`src/rtl/tmr_pkg.sv`:
```
// Shared types and constants for the timer pair.
// Assumes an 8-bit control layout and at least 8-bit register data.
package tmr_pkg;

    localparam int PSC_W = 8;
    localparam int ADDR_W = 3;

    typedef struct packed {
        logic       flag;   // bit7
        logic       ie;     // bit6
        logic       chain;  // bit5
        logic [1:0] ps;     // bits4:3
        logic       gate;   // bit2
        logic       cs;     // bit1
        logic       en;     // bit0
    } tmr_ctrl_t;

    // Terminal value of the prescaler counter for each ratio code
    function automatic logic [PSC_W-1:0] psc_limit(input logic [1:0] ps);
        case (ps)
            2'b00:   psc_limit = PSC_W'(0);
            2'b01:   psc_limit = PSC_W'(7);
            2'b10:   psc_limit = PSC_W'(63);
            default: psc_limit = PSC_W'(255);
        endcase
    endfunction

endpackage

```
`src/rtl/tmr_sync_edge.sv`:
```
// Brings an asynchronous level into the clock domain through STAGES flops
// and reports its synchronized level and one-cycle rise/fall pulses.
// Assumes the input is held for at least two clocks per level.
module tmr_sync_edge #(
    parameter int STAGES = 2
) (
    input  logic clk,
    input  logic rst_n,
    input  logic d,
    output logic level,
    output logic rise,
    output logic fall
);
    logic [STAGES:0] sh_q;

    // Shift chain: STAGES synchronizer flops plus one history flop
    always_ff @(posedge clk) begin
        if (!rst_n) sh_q <= '0;
        else        sh_q <= {sh_q[STAGES-1:0], d};
    end

    assign level = sh_q[STAGES-1];
    assign rise  = sh_q[STAGES-1] & ~sh_q[STAGES];
    assign fall  = ~sh_q[STAGES-1] & sh_q[STAGES];
endmodule

```
`src/rtl/tmr_prescaler.sv`:
```
// Divides a stream of source events by 1, 8, 64 or 256 and emits a
// combinational tick on the event that completes each ratio.
// Assumes run low clears the divider state.
module tmr_prescaler #(
    parameter int PW = tmr_pkg::PSC_W
) (
    input  logic       clk,
    input  logic       rst_n,
    input  logic       run,
    input  logic       src_pulse,
    input  logic [1:0] ps,
    output logic       tick
);
    logic [PW-1:0] cnt_q;
    logic [PW-1:0] limit;

    assign limit = PW'(tmr_pkg::psc_limit(ps));
    assign tick  = run && src_pulse && (cnt_q == limit);

    // Event counter, cleared while stopped and on each completed ratio
    always_ff @(posedge clk) begin
        if (!rst_n || !run) cnt_q <= '0;
        else if (src_pulse) cnt_q <= tick ? '0 : cnt_q + 1'b1;
    end
endmodule

```
`src/rtl/tmr_pair.sv`:
```
// Pair of 16-bit timers that can chain into one 32-bit timer.
// Index 0 is the low-word unit, index 1 the high-word unit.
// Assumes DW >= 8; read data is combinational from rd_addr.
module tmr_pair
    import tmr_pkg::*;
#(
    parameter int DW          = 16,
    parameter int SYNC_STAGES = 2
) (
    input  logic              clk,
    input  logic              rst_n,
    input  logic              ext_clk,
    input  logic              gate_in,
    input  logic              wr_en,
    input  logic [ADDR_W-1:0] wr_addr,
    input  logic [DW-1:0]     wr_data,
    input  logic [ADDR_W-1:0] rd_addr,
    output logic [DW-1:0]     rd_data,
    output logic              irq_lo,
    output logic              irq_hi
);
    localparam int NT = 2;

    tmr_ctrl_t     ctrl_q [NT];
    logic [DW-1:0] per_q  [NT];
    logic [DW-1:0] cnt_q  [NT];

    logic [NT-1:0] run, gated, tick, match16, ld_cnt, fall_hit, set_flag;
    logic          chain, match32, wrap_lo, ext_rise, gate_lvl, gate_fall;
    logic          unused_ext;

    assign chain = ctrl_q[0].chain;

    tmr_sync_edge #(.STAGES(SYNC_STAGES)) u_ext_sync (
        .clk(clk), .rst_n(rst_n), .d(ext_clk),
        .level(unused_ext), .rise(ext_rise), .fall()
    );

    tmr_sync_edge #(.STAGES(SYNC_STAGES)) u_gate_sync (
        .clk(clk), .rst_n(rst_n), .d(gate_in),
        .level(gate_lvl), .rise(), .fall(gate_fall)
    );

    for (genvar i = 0; i < NT; i++) begin : g_unit
        localparam logic [ADDR_W-1:0] BASE = ADDR_W'(3 * i);
        logic src_pulse;

        // The high unit is held off while the low unit governs a chain
        if (i == 0) begin : g_run_lo
            assign run[i] = ctrl_q[i].en;
        end else begin : g_run_hi
            assign run[i] = ctrl_q[i].en && !chain;
        end

        assign gated[i]    = !ctrl_q[i].cs && ctrl_q[i].gate;
        assign src_pulse   = ctrl_q[i].cs ? ext_rise : (ctrl_q[i].gate ? gate_lvl : 1'b1);
        assign match16[i]  = (cnt_q[i] == per_q[i]);
        assign ld_cnt[i]   = wr_en && (wr_addr == BASE + 2'd2);
        assign fall_hit[i] = run[i] && gated[i] && gate_fall;

        tmr_prescaler u_psc (
            .clk(clk), .rst_n(rst_n), .run(run[i]),
            .src_pulse(src_pulse), .ps(ctrl_q[i].ps), .tick(tick[i])
        );

        // Control register: software write, then hardware flag set prevails
        always_ff @(posedge clk) begin
            if (!rst_n) begin
                ctrl_q[i] <= '0;
            end else begin
                if (wr_en && wr_addr == BASE) ctrl_q[i] <= tmr_ctrl_t'(wr_data[7:0]);
                if (set_flag[i])              ctrl_q[i].flag <= 1'b1;
            end
        end

        // Period register: plain software storage
        always_ff @(posedge clk) begin
            if (!rst_n)                                 per_q[i] <= '0;
            else if (wr_en && wr_addr == BASE + 2'd1)  per_q[i] <= wr_data;
        end
    end

    assign match32 = ({cnt_q[1], cnt_q[0]} == {per_q[1], per_q[0]});
    assign wrap_lo = chain ? match32 : match16[0];

    // Flag set sources: period match outside gated mode, or gate falling edge
    always_comb begin
        set_flag[0] = !chain && ((tick[0] && match16[0] && !gated[0]) || fall_hit[0]);
        if (chain)
            set_flag[1] = (tick[0] && match32 && !gated[0]) || fall_hit[0];
        else
            set_flag[1] = (tick[1] && match16[1] && !gated[1]) || fall_hit[1];
    end

    // Count registers: load has priority, then 16-bit or chained 32-bit step
    always_ff @(posedge clk) begin
        if (!rst_n) begin
            cnt_q[0] <= '0;
            cnt_q[1] <= '0;
        end else begin
            if (ld_cnt[0])    cnt_q[0] <= wr_data;
            else if (tick[0]) cnt_q[0] <= wrap_lo ? '0 : cnt_q[0] + 1'b1;

            if (ld_cnt[1]) begin
                cnt_q[1] <= wr_data;
            end else if (chain) begin
                if (tick[0]) cnt_q[1] <= match32 ? '0 : cnt_q[1] + DW'(&cnt_q[0]);
            end else if (tick[1]) begin
                cnt_q[1] <= match16[1] ? '0 : cnt_q[1] + 1'b1;
            end
        end
    end

    // Register read multiplexer
    always_comb begin
        case (rd_addr)
            3'd0:    rd_data = DW'(ctrl_q[0]);
            3'd1:    rd_data = per_q[0];
            3'd2:    rd_data = cnt_q[0];
            3'd3:    rd_data = DW'(ctrl_q[1]);
            3'd4:    rd_data = per_q[1];
            3'd5:    rd_data = cnt_q[1];
            default: rd_data = '0;
        endcase
    end

    assign irq_lo = ctrl_q[0].flag && ctrl_q[0].ie && !chain;
    assign irq_hi = ctrl_q[1].flag && ctrl_q[1].ie;
endmodule

```
`config.mk`:
```
export PLATFORM = sky130hd
export DESIGN_NAME = tmr_pair
export DESIGN_NICKNAME = d
export VERILOG_FILES = /design/src/rtl/tmr_pkg.sv /design/src/rtl/tmr_sync_edge.sv /design/src/rtl/tmr_prescaler.sv /design/src/rtl/tmr_pair.sv
export SDC_FILE = /design/constraint.sdc
export NUM_CORES = 1
export LEC_CHECK = 0
export BUFFER_PORTS_ARGS = -buffer_cell sky130_fd_sc_hd__buf_2
export CAP_MARGIN = 20
export CORE_UTILIZATION = 55
export CTS_CLUSTER_DIAMETER = 40
export CTS_CLUSTER_SIZE = 30
export DETAILED_ROUTE_END_ITERATION = 16
export GPL_ROUTABILITY_DRIVEN = 1
export PLACE_DENSITY = 0.77
export SLEW_MARGIN = 5
export SYNTH_ARGS = -nofsm -noshare
export SYNTH_HDL_FRONTEND = slang
export SYNTH_SLANG_ARGS = --single-unit
```
`constraint.sdc`:
```
create_clock -name clk -period 2.91 [get_ports clk]
set_input_delay 0.7275 -clock clk [delete_from_list [all_inputs] [get_ports clk]]
set_output_delay 0.7275 -clock clk [all_outputs]
set_load 0.02 [all_outputs]
```
==> qor.csv <==
metric;value;unit
outcome;complete, no violations;
design_power_total;3.498;mW
hold_path.class;reg -> reg;
rsz0062_at_grt;no;
synth_top_area_share;37.41;%
drv_cap;0;
cts_buffers;9;
final_nets;754;
drt_iter0_markers;608;
num_vias;5479;
die_width;110.1;microns
tritoncts;built;
worst-r2r-cell-count;7;
syn_inst_count;658;
postRouteAntennaNets;0;
floorplan.die.height;110.1;microns
static-leakage-power;2.733;nW
design_area;7342;sq um
place.gp.congestion;0.9259;
num_antenna_cells;0;
place.detailed.hpwl;13.05;mm
drv_slew;0;
timing.critical_path.required;2.18;ns
floorplan.rows;39;
final_layout_size_suffix_gt1_share;17.36;%
final_period_minus_worst_setup_slack;2.810;ns
root_buffer;clkbuf_16;
grt_max_degree;23;
stdcell_count;869;
power_switching_share;26.32;%
totalNegativeSetupSlack;0;ns
htree_num_levels;3;
share_clk_of_total_power;36.5;%
clk_pin_slew_worst_paths;0.07;ns
clock_latency;0.35;ns
synth_area_per_cell;9.759;sq um
clock_net_sink_count;102;
dominantRegCellSynth;edfxtp_1;
synth_seq_cells;102;
syn2layout_area_growth;14.34;%
yosys_warning_total;0;
yosysSeqAreaShare;44.27;%
max-vdd-ir-drop;0.4619;mV
power.sequential.fraction;49.5;%
synth_enable_flop_cells;80;
critPathKind;in -> out;
power.share.combinational;14.0;%
cts.path.max_buffers;2;
synth.top_cells.by_area;edfxtp_1 (37%), xnor2_1 (7.0%), dfxtp_1 (6.9%), and2_1 (5.1%), xor2_1 (4.4%);
post-route-period-util;96.58;%
fraction_of_registers_with_async_set_reset;0;%
critical_path.endpoint;rd_data[7];
grt_pass1_vias;5107;
reg2reg_slack;0.22;ns
dpl_cell_area;7007;sq um
power.density_cell_area;476.5;nW/um^2
groute.usage.overall;30.41;%
initial_core_util;56.23;%
max_freq;355.8;MHz
synth_cell_types;55;
crit_arrival;2.08;ns
post_detailed_route_drc_marker_count;0;
synth.cell_area;6421;sq um
core_area;11420;sq um
wl;17.49;mm
worst_setup_path_start_kind;primary input;
syn_nets;691;
grt_antenna_before_repair;0;
worst_slew_margin_rel;52.37;%
wire_per_inst;20.12;microns
utilization;64.30;%
dp_cells;852;
hold_violations;0;
worstSetupStartpoint;rd_addr[0];
i_o_pin_count;45;
clock-skew-final;0.005674;ns
finalSetupViolations;0;
net-switching-power;0.9208;mW
grt_pass1_wl;26.73;mm
vias_per_cell;6.305;
port_buffers;44;
r2r_start;g_unit[1].u_psc.cnt_q[3];
postCtsSetupRepairBufs;0;
yosys.area.top_type;edfxtp_1;
crit_fanout;16;
dr.pass1.iters;5;
sort_of_element_at_the_end_of_the_critical_path;output port;
internal_power;2.578;mW
globalRouteOverflowTotal;0;
die_area;12110;sq um
timing.rr.end;cnt_q[1][10];
slew_at_the_pin_closest_to_its_max_slew_limit;0.7127;ns
power groups by stage:
stage	Clock, mW	Sequential (mW)	Combinational, mW
6_report	1.28	1.73	0.490
5_1_grt	1.33	1.74	0.525
4_1_cts	1.28	1.73	0.482
3_5_place_dp	0	1.76	0.479
3_3_place_gp	0	1.76	0.466
2_1_floorplan	0	1.73	0.315
area by class of cell:
| cell class | count | area (sq um) |
|---|---|---|
| repair buffers | 92 | 580.6 |
| clock inverters | 5 | 62.56 |
| clock buffers | 11 | 254.0 |
| multi-input cells | 507 | 3390 |
| flip-flops and latches | 102 | 2843 |
| inverters | 9 | 33.78 |
| well taps | 143 | 178.9 |
| fillers | 911 | 4076 |
worst min path at each step:
stage	startpoint	to	slack (ns)	cells past startpoint
2_1_floorplan	u_ext_sync.sh_q[0]	u_ext_sync.sh_q[1]	0.41	1
3_3_place_gp	u_ext_sync.sh_q[0]	u_ext_sync.sh_q[1]	0.41	1
3_5_place_dp	u_gate_sync.sh_q[0]	u_gate_sync.sh_q[1]	0.42	1
4_1_cts	u_gate_sync.sh_q[0]	u_gate_sync.sh_q[1]	0.44	1
5_1_grt	u_gate_sync.sh_q[0]	u_gate_sync.sh_q[1]	0.45	1
6_report	u_gate_sync.sh_q[0]	u_gate_sync.sh_q[1]	0.44	1
cells by family (layout without fill, tap and decap cells):
family / after synthesis / in the layout / share of synthesized area (%)
adder cells (fa/ha/maj): 6 / 6 / 1.169
flip-flops: 102 / 102 / 44.27
buffers and inverters: 49 / 117 / 3.196
XOR/XNOR: 83 / 83 / 11.32
AND/OR/NAND/NOR: 271 / 271 / 22.41
AO/OA/AOI/OAI: 122 / 122 / 13.23
multiplexers: 25 / 25 / 4.404
per-stage QoR:
step / setup slack, ns / hold slack [ns]
global placement: 0.1932 / 0.4144
detailed placement: 0.1348 / 0.4215
finish: 0.09963 / 0.4410
global route: 0.02724 / 0.4495
floorplan: 0.02441 / 0.4119
CTS: 0.1386 / 0.4378
sequential cells by signal, indices dropped and copies added, names as in the netlist:
| register | cells |
|---|---|
| cnt_q | 32 |
| ctrl_q | 16 |
| g_unit.u_psc.cnt_q | 16 |
| per_q | 32 |
| u_ext_sync.sh_q | 3 |
| u_gate_sync.sh_q | 3 |
repair_timing:
action,in CTS,in global routing
hold endpoints to repair,0,0
setup endpoints to repair,0,6
gates resized for setup,0,3
hold buffers,0,0
layer usage:
layer | up-vias | GRT usage [%] | part of all wire [%]
li1 | 2530 | - | -
met1 | 2589 | 39.79 | 41
met2 | 294 | 48.57 | 46
met3 | 66 | 7.466 | 9.5
met4 | 0 | 11.81 | 3.7
met5 | - | 0 | 0
worst max-delay path: stages:
cell and delay (ns):
buf_2 0.33, mux2_2 0.41, a22oi_1 0.24, o22ai_1 0.17
buf_2 0.20
synthesized netlist by cell type (5+ instances only):
cell type and count:
edfxtp_1 80, and2_1 52, xnor2_1 51, nand2_1 47, nor2_1 44, nand3_1 39
xor2_1 32, a21oi_1 31, clkbuf_1 30, dfxtp_1 22, nand4_1 20, o22ai_1 18
mux2i_1 17, a22oi_1 13, and3_1 13, nand2b_1 12, inv_1 9, nor3_1 9
a22o_1 8, o21ai_0 8, or3_1 8, o21ai_1 7, ha_1 6, mux2_2 6
a221o_1 5, and4_1 5, buf_2 5, nor2b_1 5
cell usage in the layout (no fill, tap or decap), types with 8 or more instances in the layout:
cell       count
a21oi_1       31
a22o_1         8
a22oi_1       13
and2_1        52
and3_1        13
buf_2         44
buf_4         48
clkbuf_16     10
dfxtp_1       22
edfxtp_1      80
inv_1          9
mux2i_1       17
nand2_1       47
nand2b_1      12
nand3_1       39
nand4_1       20
nor2_1        44
nor3_1         8
o21ai_1        9
o22ai_1       18
or3_1          8
xnor2_1       51
xor2_1        32
Note: power is estimated with default switching activity, not from simulation.
